### src/rtl/macr_pkg.sv
package macr_pkg;
  localparam int ACC_W      = 64;
  localparam int OUT_W      = 32;
  localparam int NARROW_W   = 16;
  localparam int NARROW_DROP = 24;
  localparam int WIDE_DROP  = 8;
  localparam int Q_W        = ACC_W - WIDE_DROP + 1;

  typedef struct packed {
    logic narrow;
    logic sat;
  } macr_mode_t;
endpackage

### src/rtl/macr_rne.sv
module macr_rne #(
  parameter int IN_W = 64,
  parameter int DROP = 8,
  parameter int Q_W  = 57
) (
  input  logic [IN_W-1:0]       acc,
  input  logic                  rnd_en,
  output logic signed [Q_W-1:0] q
);
  localparam int EXT = Q_W - (IN_W - DROP);
  localparam logic [DROP-1:0] HALF = {1'b1, {(DROP-1){1'b0}}};

  logic [DROP-1:0]       rem;
  logic signed [Q_W-1:0] base;
  logic                  bump;

  always_comb begin
    rem  = acc[DROP-1:0];
    base = {{EXT{acc[IN_W-1]}}, acc[IN_W-1:DROP]};
    bump = rnd_en && ((rem > HALF) || ((rem == HALF) && base[0]));
    q    = base + Q_W'(bump);
  end
endmodule

### src/rtl/macr_round_stage.sv
module macr_round_stage
  import macr_pkg::*;
#(
  parameter int IN_W  = ACC_W,
  parameter int DROP_N = NARROW_DROP,
  parameter int DROP_W = WIDE_DROP,
  parameter int QW    = IN_W - DROP_W + 1
) (
  input  logic                 clk,
  input  logic                 rst,
  input  logic                 in_valid,
  input  logic [IN_W-1:0]      in_acc,
  input  logic                 in_m16,
  input  logic                 in_rnd,
  input  logic                 in_sat,
  output logic                 v1,
  output logic signed [QW-1:0] q1,
  output macr_mode_t           mode1
);
  logic signed [QW-1:0] q_cand [2];

  for (genvar i = 0; i < 2; i++) begin : g_path
    localparam int DROP_I = (i == 0) ? DROP_N : DROP_W;
    logic en_i;
    assign en_i = (i == 0) ? 1'b1 : in_rnd;
    macr_rne #(.IN_W(IN_W), .DROP(DROP_I), .Q_W(QW)) u_rne (
      .acc(in_acc), .rnd_en(en_i), .q(q_cand[i])
    );
  end

  always_ff @(posedge clk) begin
    if (rst) v1 <= 1'b0;
    else     v1 <= in_valid;
  end

  always_ff @(posedge clk) begin
    if (in_valid) begin
      q1          <= in_m16 ? q_cand[0] : q_cand[1];
      mode1.narrow <= in_m16;
      mode1.sat    <= in_sat;
    end
  end

  // Floor of the input, derived straight from the accumulator bits.
  logic signed [QW-1:0] floor_now;
  assign floor_now = in_m16 ? QW'($signed(in_acc) >>> DROP_N)
                            : QW'($signed(in_acc) >>> DROP_W);

  // a rounded value is the floor or one above it
  a_r4_round_step: assert property (@(posedge clk) disable iff (rst)
    in_valid |=> (q1 == $past(floor_now)) || (q1 == $past(floor_now) + QW'(1)));

  // wide mode without rounding is an exact floor
  a_r6_floor: assert property (@(posedge clk) disable iff (rst)
    (in_valid && !in_m16 && !in_rnd) |=> (q1 == $past(floor_now)));
endmodule

### src/rtl/macr_sat_stage.sv
module macr_sat_stage
  import macr_pkg::*;
#(
  parameter int QW = Q_W,
  parameter int OW = OUT_W,
  parameter int NW = NARROW_W
) (
  input  logic                 clk,
  input  logic                 rst,
  input  logic                 v1,
  input  logic signed [QW-1:0] q1,
  input  macr_mode_t           mode1,
  output logic                 out_valid,
  output logic [OW-1:0]        out_data
);
  localparam logic [NW-1:0] N_MAX = {1'b0, {(NW-1){1'b1}}};
  localparam logic [NW-1:0] N_MIN = {1'b1, {(NW-1){1'b0}}};
  localparam logic [OW-1:0] W_MAX = {1'b0, {(OW-1){1'b1}}};
  localparam logic [OW-1:0] W_MIN = {1'b1, {(OW-1){1'b0}}};

  logic [QW-NW:0] hi_n;
  logic [QW-OW:0] hi_w;
  logic           fits_n, fits_w, neg;
  logic [OW-1:0]  res;

  always_comb begin
    hi_n   = q1[QW-1:NW-1];
    hi_w   = q1[QW-1:OW-1];
    fits_n = (&hi_n) || (~|hi_n);
    fits_w = (&hi_w) || (~|hi_w);
    neg    = q1[QW-1];
    if (mode1.narrow) begin
      if (mode1.sat && !fits_n) res = {{(OW-NW){1'b0}}, neg ? N_MIN : N_MAX};
      else                      res = {{(OW-NW){1'b0}}, q1[NW-1:0]};
    end else begin
      if (mode1.sat && !fits_w) res = neg ? W_MIN : W_MAX;
      else                      res = q1[OW-1:0];
    end
  end

  always_ff @(posedge clk) begin
    if (rst) out_valid <= 1'b0;
    else     out_valid <= v1;
  end

  always_ff @(posedge clk) begin
    if (v1) out_data <= res;
  end

  // each stage-one token yields exactly one output
  a_r2_follow: assert property (@(posedge clk) disable iff (rst)
    v1 |=> out_valid);
  a_r2_no_spurious: assert property (@(posedge clk) disable iff (rst)
    !v1 |=> !out_valid);

  // narrow results leave the upper half clear
  a_r3_upper_zero: assert property (@(posedge clk) disable iff (rst)
    (v1 && mode1.narrow) |=> (out_data[OW-1:NW] == '0));

  // narrow overflow gives one of the two clamp codes
  a_r7_clamp16: assert property (@(posedge clk) disable iff (rst)
    (v1 && mode1.narrow && mode1.sat && !fits_n) |=>
      (out_data[NW-1:0] == N_MAX) || (out_data[NW-1:0] == N_MIN));

  // wide overflow clamps toward the sign of the value
  a_r8_clamp32: assert property (@(posedge clk) disable iff (rst)
    (v1 && !mode1.narrow && mode1.sat && !fits_w) |=>
      (out_data == ($past(neg) ? W_MIN : W_MAX)));

  // wide values in range, or unsaturated, pass their low bits
  a_r9_pass32: assert property (@(posedge clk) disable iff (rst)
    (v1 && !mode1.narrow && (!mode1.sat || fits_w)) |=>
      (out_data == $past(q1[OW-1:0])));
endmodule

### src/rtl/macr_result_unit.sv
module macr_result_unit
  import macr_pkg::*;
#(
  parameter int IN_W   = ACC_W,
  parameter int OW     = OUT_W,
  parameter int NW     = NARROW_W,
  parameter int DROP_N = NARROW_DROP,
  parameter int DROP_W = WIDE_DROP
) (
  input  logic            clk,
  input  logic            rst,
  input  logic            in_valid,
  input  logic [IN_W-1:0] in_acc,
  input  logic            in_m16,
  input  logic            in_rnd,
  input  logic            in_sat,
  output logic            out_valid,
  output logic [OW-1:0]   out_data
);
  localparam int QW = IN_W - DROP_W + 1;

  logic                 v1;
  logic signed [QW-1:0] q1;
  macr_mode_t           mode1;

  macr_round_stage #(.IN_W(IN_W), .DROP_N(DROP_N), .DROP_W(DROP_W), .QW(QW)) u_round (
    .clk(clk), .rst(rst), .in_valid(in_valid), .in_acc(in_acc),
    .in_m16(in_m16), .in_rnd(in_rnd), .in_sat(in_sat),
    .v1(v1), .q1(q1), .mode1(mode1)
  );

  macr_sat_stage #(.QW(QW), .OW(OW), .NW(NW)) u_sat (
    .clk(clk), .rst(rst), .v1(v1), .q1(q1), .mode1(mode1),
    .out_valid(out_valid), .out_data(out_data)
  );

  // reset empties the pipeline
  a_r1_reset: assert property (@(posedge clk) rst |=> !out_valid);
endmodule

### config.mk
export PLATFORM = sky130hd
export DESIGN_NAME = macr_result_unit
export DESIGN_NICKNAME = d
export VERILOG_FILES = /design/src/rtl/macr_pkg.sv /design/src/rtl/macr_rne.sv /design/src/rtl/macr_round_stage.sv /design/src/rtl/macr_sat_stage.sv /design/src/rtl/macr_result_unit.sv
export SDC_FILE = /design/constraint.sdc
export NUM_CORES = 1
export LEC_CHECK = 0
export BUFFER_PORTS_ARGS = -buffer_cell sky130_fd_sc_hd__buf_2
export CAP_MARGIN = 20
export CORE_MARGIN = 5
export CORE_UTILIZATION = 35
export CTS_BUF_LIST = sky130_fd_sc_hd__clkbuf_8
export CTS_CLUSTER_DIAMETER = 200
export CTS_CLUSTER_SIZE = 12
export DETAILED_ROUTE_END_ITERATION = 7
export GPL_ROUTABILITY_DRIVEN = 0
export MAX_ROUTING_LAYER = met4
export PLACE_DENSITY_LB_ADDON = 0.3
export SLEW_MARGIN = 20
export SYNTH_ARGS = -nofsm -noshare
export SYNTH_HDL_FRONTEND = slang
export SYNTH_SLANG_ARGS = --single-unit
### constraint.sdc
create_clock -name clk -period 6.55 [get_ports clk]
set_input_delay 1.31 -clock clk [delete_from_list [all_inputs] [get_ports clk]]
set_output_delay 1.31 -clock clk [all_outputs]
set_load 0.05 [all_outputs]
---- Yosys cells after proc, flatten, opt, wreduce, memory -nomap -nowiden ----
Index checks and enable logic that the tools add are counted.
storage, ports and cells
  register bits after elaboration ......... 93
  word-level logic and storage cells ...... 35
  input port bits ......................... 70
operators by class
  eq/ne operators ......................... 2
  add/sub/neg operators ................... 2
  reductions and logical operators ........ 17
  order comparisons ....................... 2
  mux-type cells .......................... 6
operators by type and width
  cell                                                    number
  two-way mux 32 bit                                      3
  adder 56 x 2 -> 57 bit                                  1
  two-way mux 57 bit                                      1
  AND reduction 42 bit                                    1
  OR reduction 42 bit                                     1
  adder 40 x 2 -> 41 bit                                  1
  two-way mux 16 bit                                      2
  AND reduction 26 bit                                    1
  OR reduction 26 bit                                     1
  == test 24 bit (second input constant)                  1
  greater-than comparator 24 bit (second input constant)  1
  == test 8 bit (second input constant)                   1
  greater-than comparator 8 bit (second input constant)   1
  logical AND 1 bit                                       5
  zero test 1 bit                                         4
  logical OR 1 bit                                        4

---- Logic depth before layout (Yosys ltp) ----
  depth after elaboration ................. 7
  gate-level depth with buffers ........... 11
  mapped depth without buffers ............ 10

---- Modules after synthesis ----
From an unflattened synthesis, not the netlist that was laid out.
second synthesis, totals
  cell total of the unflattened synthesis .. 608
  area total of the unflattened synthesis .. 6740.2 µm²
by module, submodules not included
  module                              instances  seq. area each (µm²)  cells an instance  area each (µm²)
  macr_round_stage                    1          1791.7                125                2611.3
  macr_sat_stage                      1          980.9                 150                1824.2
  macr_rne (u_round.g_path[1].u_rne)  1          0.0                   192                1301.2
  macr_rne (u_round.g_path[0].u_rne)  1          0.0                   141                1003.5

---- Worst setup path before layout ----
Ideal clock, no wire load.
  path kind ............................... input -> register
  start ................................... input port in_acc[1]
  end ..................................... register u_round.q1[35], data pin
  cell stages on the path ................. 11
  arrival ................................. 3.330 ns
  slack ................................... 3.068 ns
  data required time ...................... 6.398 ns
  setup time .............................. 0.152 ns
  path buffers ............................ 2
  path through ............................ nor4_1 > nand2_1 > and3_1 > ha_1 > nand3_4 > or2_1 > buf_6 > or4_1 > buf_2 > or3_1 > a31oi_1
between the ends
  cells in the longest elaborated chain, start to end .. 6
  elaborated cells between the ends (all ways) .. 12
  those cells by class .................... add/sub: 2; order compare: 2; eq/ne: 2; mux: 1; reduce/logical: 5
RTL lines
  item                                                                            line                    source
  start, declared                                                                 macr_result_unit.sv:13  input logic [IN_W-1:0] in_acc,
  parallel branches: the longest is 5 deep, another holds adder 40 x 2 -> 41 bit  n/a
  two-way mux 57 bit *                                                            macr_round_stage.sv:38  q1 <= in_m16 ? q_cand[0] : q_cand[1];
  end signal, assigned                                                            macr_round_stage.sv:38
  end, declared                                                                   macr_round_stage.sv:17  output logic signed [QW-1:0] q1,
Mark *: on every way between the ends.
A chain may end at the register's enable or synchronous reset.

---- Final worst setup path ----
  start ................................... input port in_acc[24]
  end ..................................... register u_round.q1[50], data pin
between the ends
  cells in the longest elaborated chain, start to end .. 4
  elaborated cells between the ends (all ways) .. 5
  those cells by class .................... add/sub: 2; mux: 1; reduce/logical: 2
RTL lines
  item                    line                    source
  logical AND 1 bit       macr_rne.sv:20          bump = rnd_en && ((rem > HALF) || ((rem == HALF) && base[0]));
  logical OR 1 bit        macr_rne.sv:20
  adder 40 x 2 -> 41 bit  macr_rne.sv:21          q = base + Q_W'(bump);
  two-way mux 57 bit *    macr_round_stage.sv:38
Mark *: on every way between the ends. The rest lies on a longest branch, timed or not.

==> out/metrics.csv <==
metric,value,unit
final worst-path cycle share,60.8,%
final worst path period need,3.98,ns
worst hold start,u_round.v1,
final-report hold violation count,0,
multi-input logic area,3370,um2
Post-Synthesis Cells,675,
core box area,18000,um2
most used flip-flop cell after synthesis,edfxtp_1,
diode count,0,
Register Area,2770,um2
DP Area,7060,um2
worst setup path startpoint,in_acc[24],
initial antenna violation count,0,
Die Span Y,145,um
Nets,821,
# port buffers,102,
DR pass1 iterations,5,
clk buf depth,2,
Ys Warns,0,
CTS resizes,0,
Initial Util,35.6,%
Max-slew headroom,29.7,%
FILL cells,1830,
initial DRC count,475,
Syn Area/Cell,9.52,um2
Startpoint Class,primary input,
"Req. time, crit path",6.66,ns
Final Power,1.38,mW
Row Count,49,
WL/cell,19.7,um
final WL,19.4,mm
Post-CTS Setup Inserts,0,
Setup crit end kind,register,
Unique masters post-synth,57,
clk sinks,93,
Mapped Area,6420,um2
num ports,103,
fin area,7250,um2
die width,145,um
total gr overflow,0,
Root Buffer,clkbuf_8,
"Core Util, Final",40.2,%
via count,5651,
CTS clock-pin slew for the worst setup and hold paths,0.10,ns
post-route antenna net violation count,0,
Remaining DRCs,0,
Final Max Slew Viols,0,
"Seq/Total Area, Yosys",43.2,%
TritonCTS clock tree,yes,
Async SR Flop Fraction,0,%
post-DP HPWL,14.8,mm
worst-margin pin slew,1.05,ns
Max Cap Violations,0,
status,"finished, final reports clean",
share of layout cells above drive strength 1,18.2,%
FF-to-FF Start,u_round.q1[56],
Tot GR Track Use,18.4,%
Fmax achieved,251,MHz
global-route wire length before repair,30.4,mm
Setup-failing EPs final,0,
CP Max Fanout,16,
Post-synth EDFFs,91,
vias per cell,5.76,
"commonest non-fill, non-tap cells in the layout","buf_2, edfxtp_1, nand2_1",
Layout Area Growth over Synthesis,12.8,%
H-tree depth,3,
power density over the cells,191,nW/um2
# hold bufs at CTS,0,
"commonest non-fill, non-tap cell in the layout",buf_2,
Pleak,2.46,nW
vias in the first global route,5403,
Max rail drop VDD,0.111,mV
Clock Skews,0.0179,ns
setup TNS,0,ns
RSZ-0062 raised after global routing,false,
largest net degree at the start of global routing,73,
Hold WC Path Type,register to register,
Synth Register Bits,93,
worst skew pair latency,0.37,ns
Mapped Nets,749,
cts bufs inserted,9,
Critical Path AT,4.09,ns
Hold WS,0.465,ns
critical path class,primary input to register,
die area,21200,um2
power breakdown:
part / internal (mW) / leakage (nW) / switching, mW
sequential: 0.718 / 0.882 / 0.0286
combinational: 0.0843 / 1.49 / 0.194
clock: 0.144 / 0.0953 / 0.214
worst paths after layout:
check	endpoint	slack (ns)	cells after the start
worst max-delay path	u_round.q1[50]	2.57	11
worst min-delay path	u_sat.out_valid	0.46	1
worst max register to register	u_sat.out_data[18]	3.68	5
worst min register to register	u_sat.out_valid	0.46	1
metal layers:
layer,GRT usage (%),vias to the layer above,share of wire (%)
met5,-,-,0
met4,4.80,0,1.6
met3,3.11,24,7.2
met2,27.7,245,46
met1,25.9,2674,45
li1,-,2708,-
registers in the layout (all words and copies together) (netlist names):
name / count
u_round.q1: 57
u_sat.out_data: 32
u_round.mode1: 2
u_round.v1: 1
u_sat.out_valid: 1
final cells by class:
type | instances | area share (%)
clock buffers | 9 | 1.71
multi-input cells | 513 | 46.5
well taps | 229 | 3.95
repair buffers | 108 | 7.66
flip-flops and latches | 93 | 38.3
clock inverters | 7 | 0.777
inverters | 22 | 1.14
synthesized netlist by cell type, drive strengths merged, types with 4 or more instances:
cell,number,area share [%]
or3,9,0.90
edfxtp,91,43
buf,21,1.7
clkbuf,26,1.5
or4b,4,0.62
nand4,49,4.9
ha,4,0.78
and3,18,1.8
nor4,35,3.4
or4,14,1.6
nor3,22,1.8
nand3,51,4.4
xnor2,36,4.9
xor2,32,4.4
nor2,31,1.8
nand2,49,2.9
inv,22,1.3
and2,4,0.39
mux2i,40,6.2
nor2b,7,0.68
o311ai,5,0.80
o211ai,5,0.58
a21oi,25,1.9
and4,11,1.5
o21ai,37,2.9
critical path: stages:
cell      delay [ns]
buf_2           0.18
nor4_1          0.08
nand4_1         0.09
o21a_1          0.15
ha_1            0.36
nand2_1         0.12
nor2_1          0.10
buf_4           0.19
nand2_1         0.10
o311ai_2        0.88
or3b_2          0.51
metrics by stage:
step	worst slack, ns	std cells
final	2.57	981
after detailed placement	2.24	965
after CTS	2.64	981
after global placement	2.35	965
after global routing	2.37	981
after floorplan	3.07	675
cells by family after synthesis:
logic type / Yosys count / synth area share, %
mux: 42 / 6.58
simple gates: 313 / 27.7
xor+xnor: 68 / 9.27
flops: 93 / 43.2
fa+ha+maj: 4 / 0.779
buf+inv: 69 / 4.48
compound gates: 86 / 8.04
Note: power is estimated with default switching activity, not from simulation.
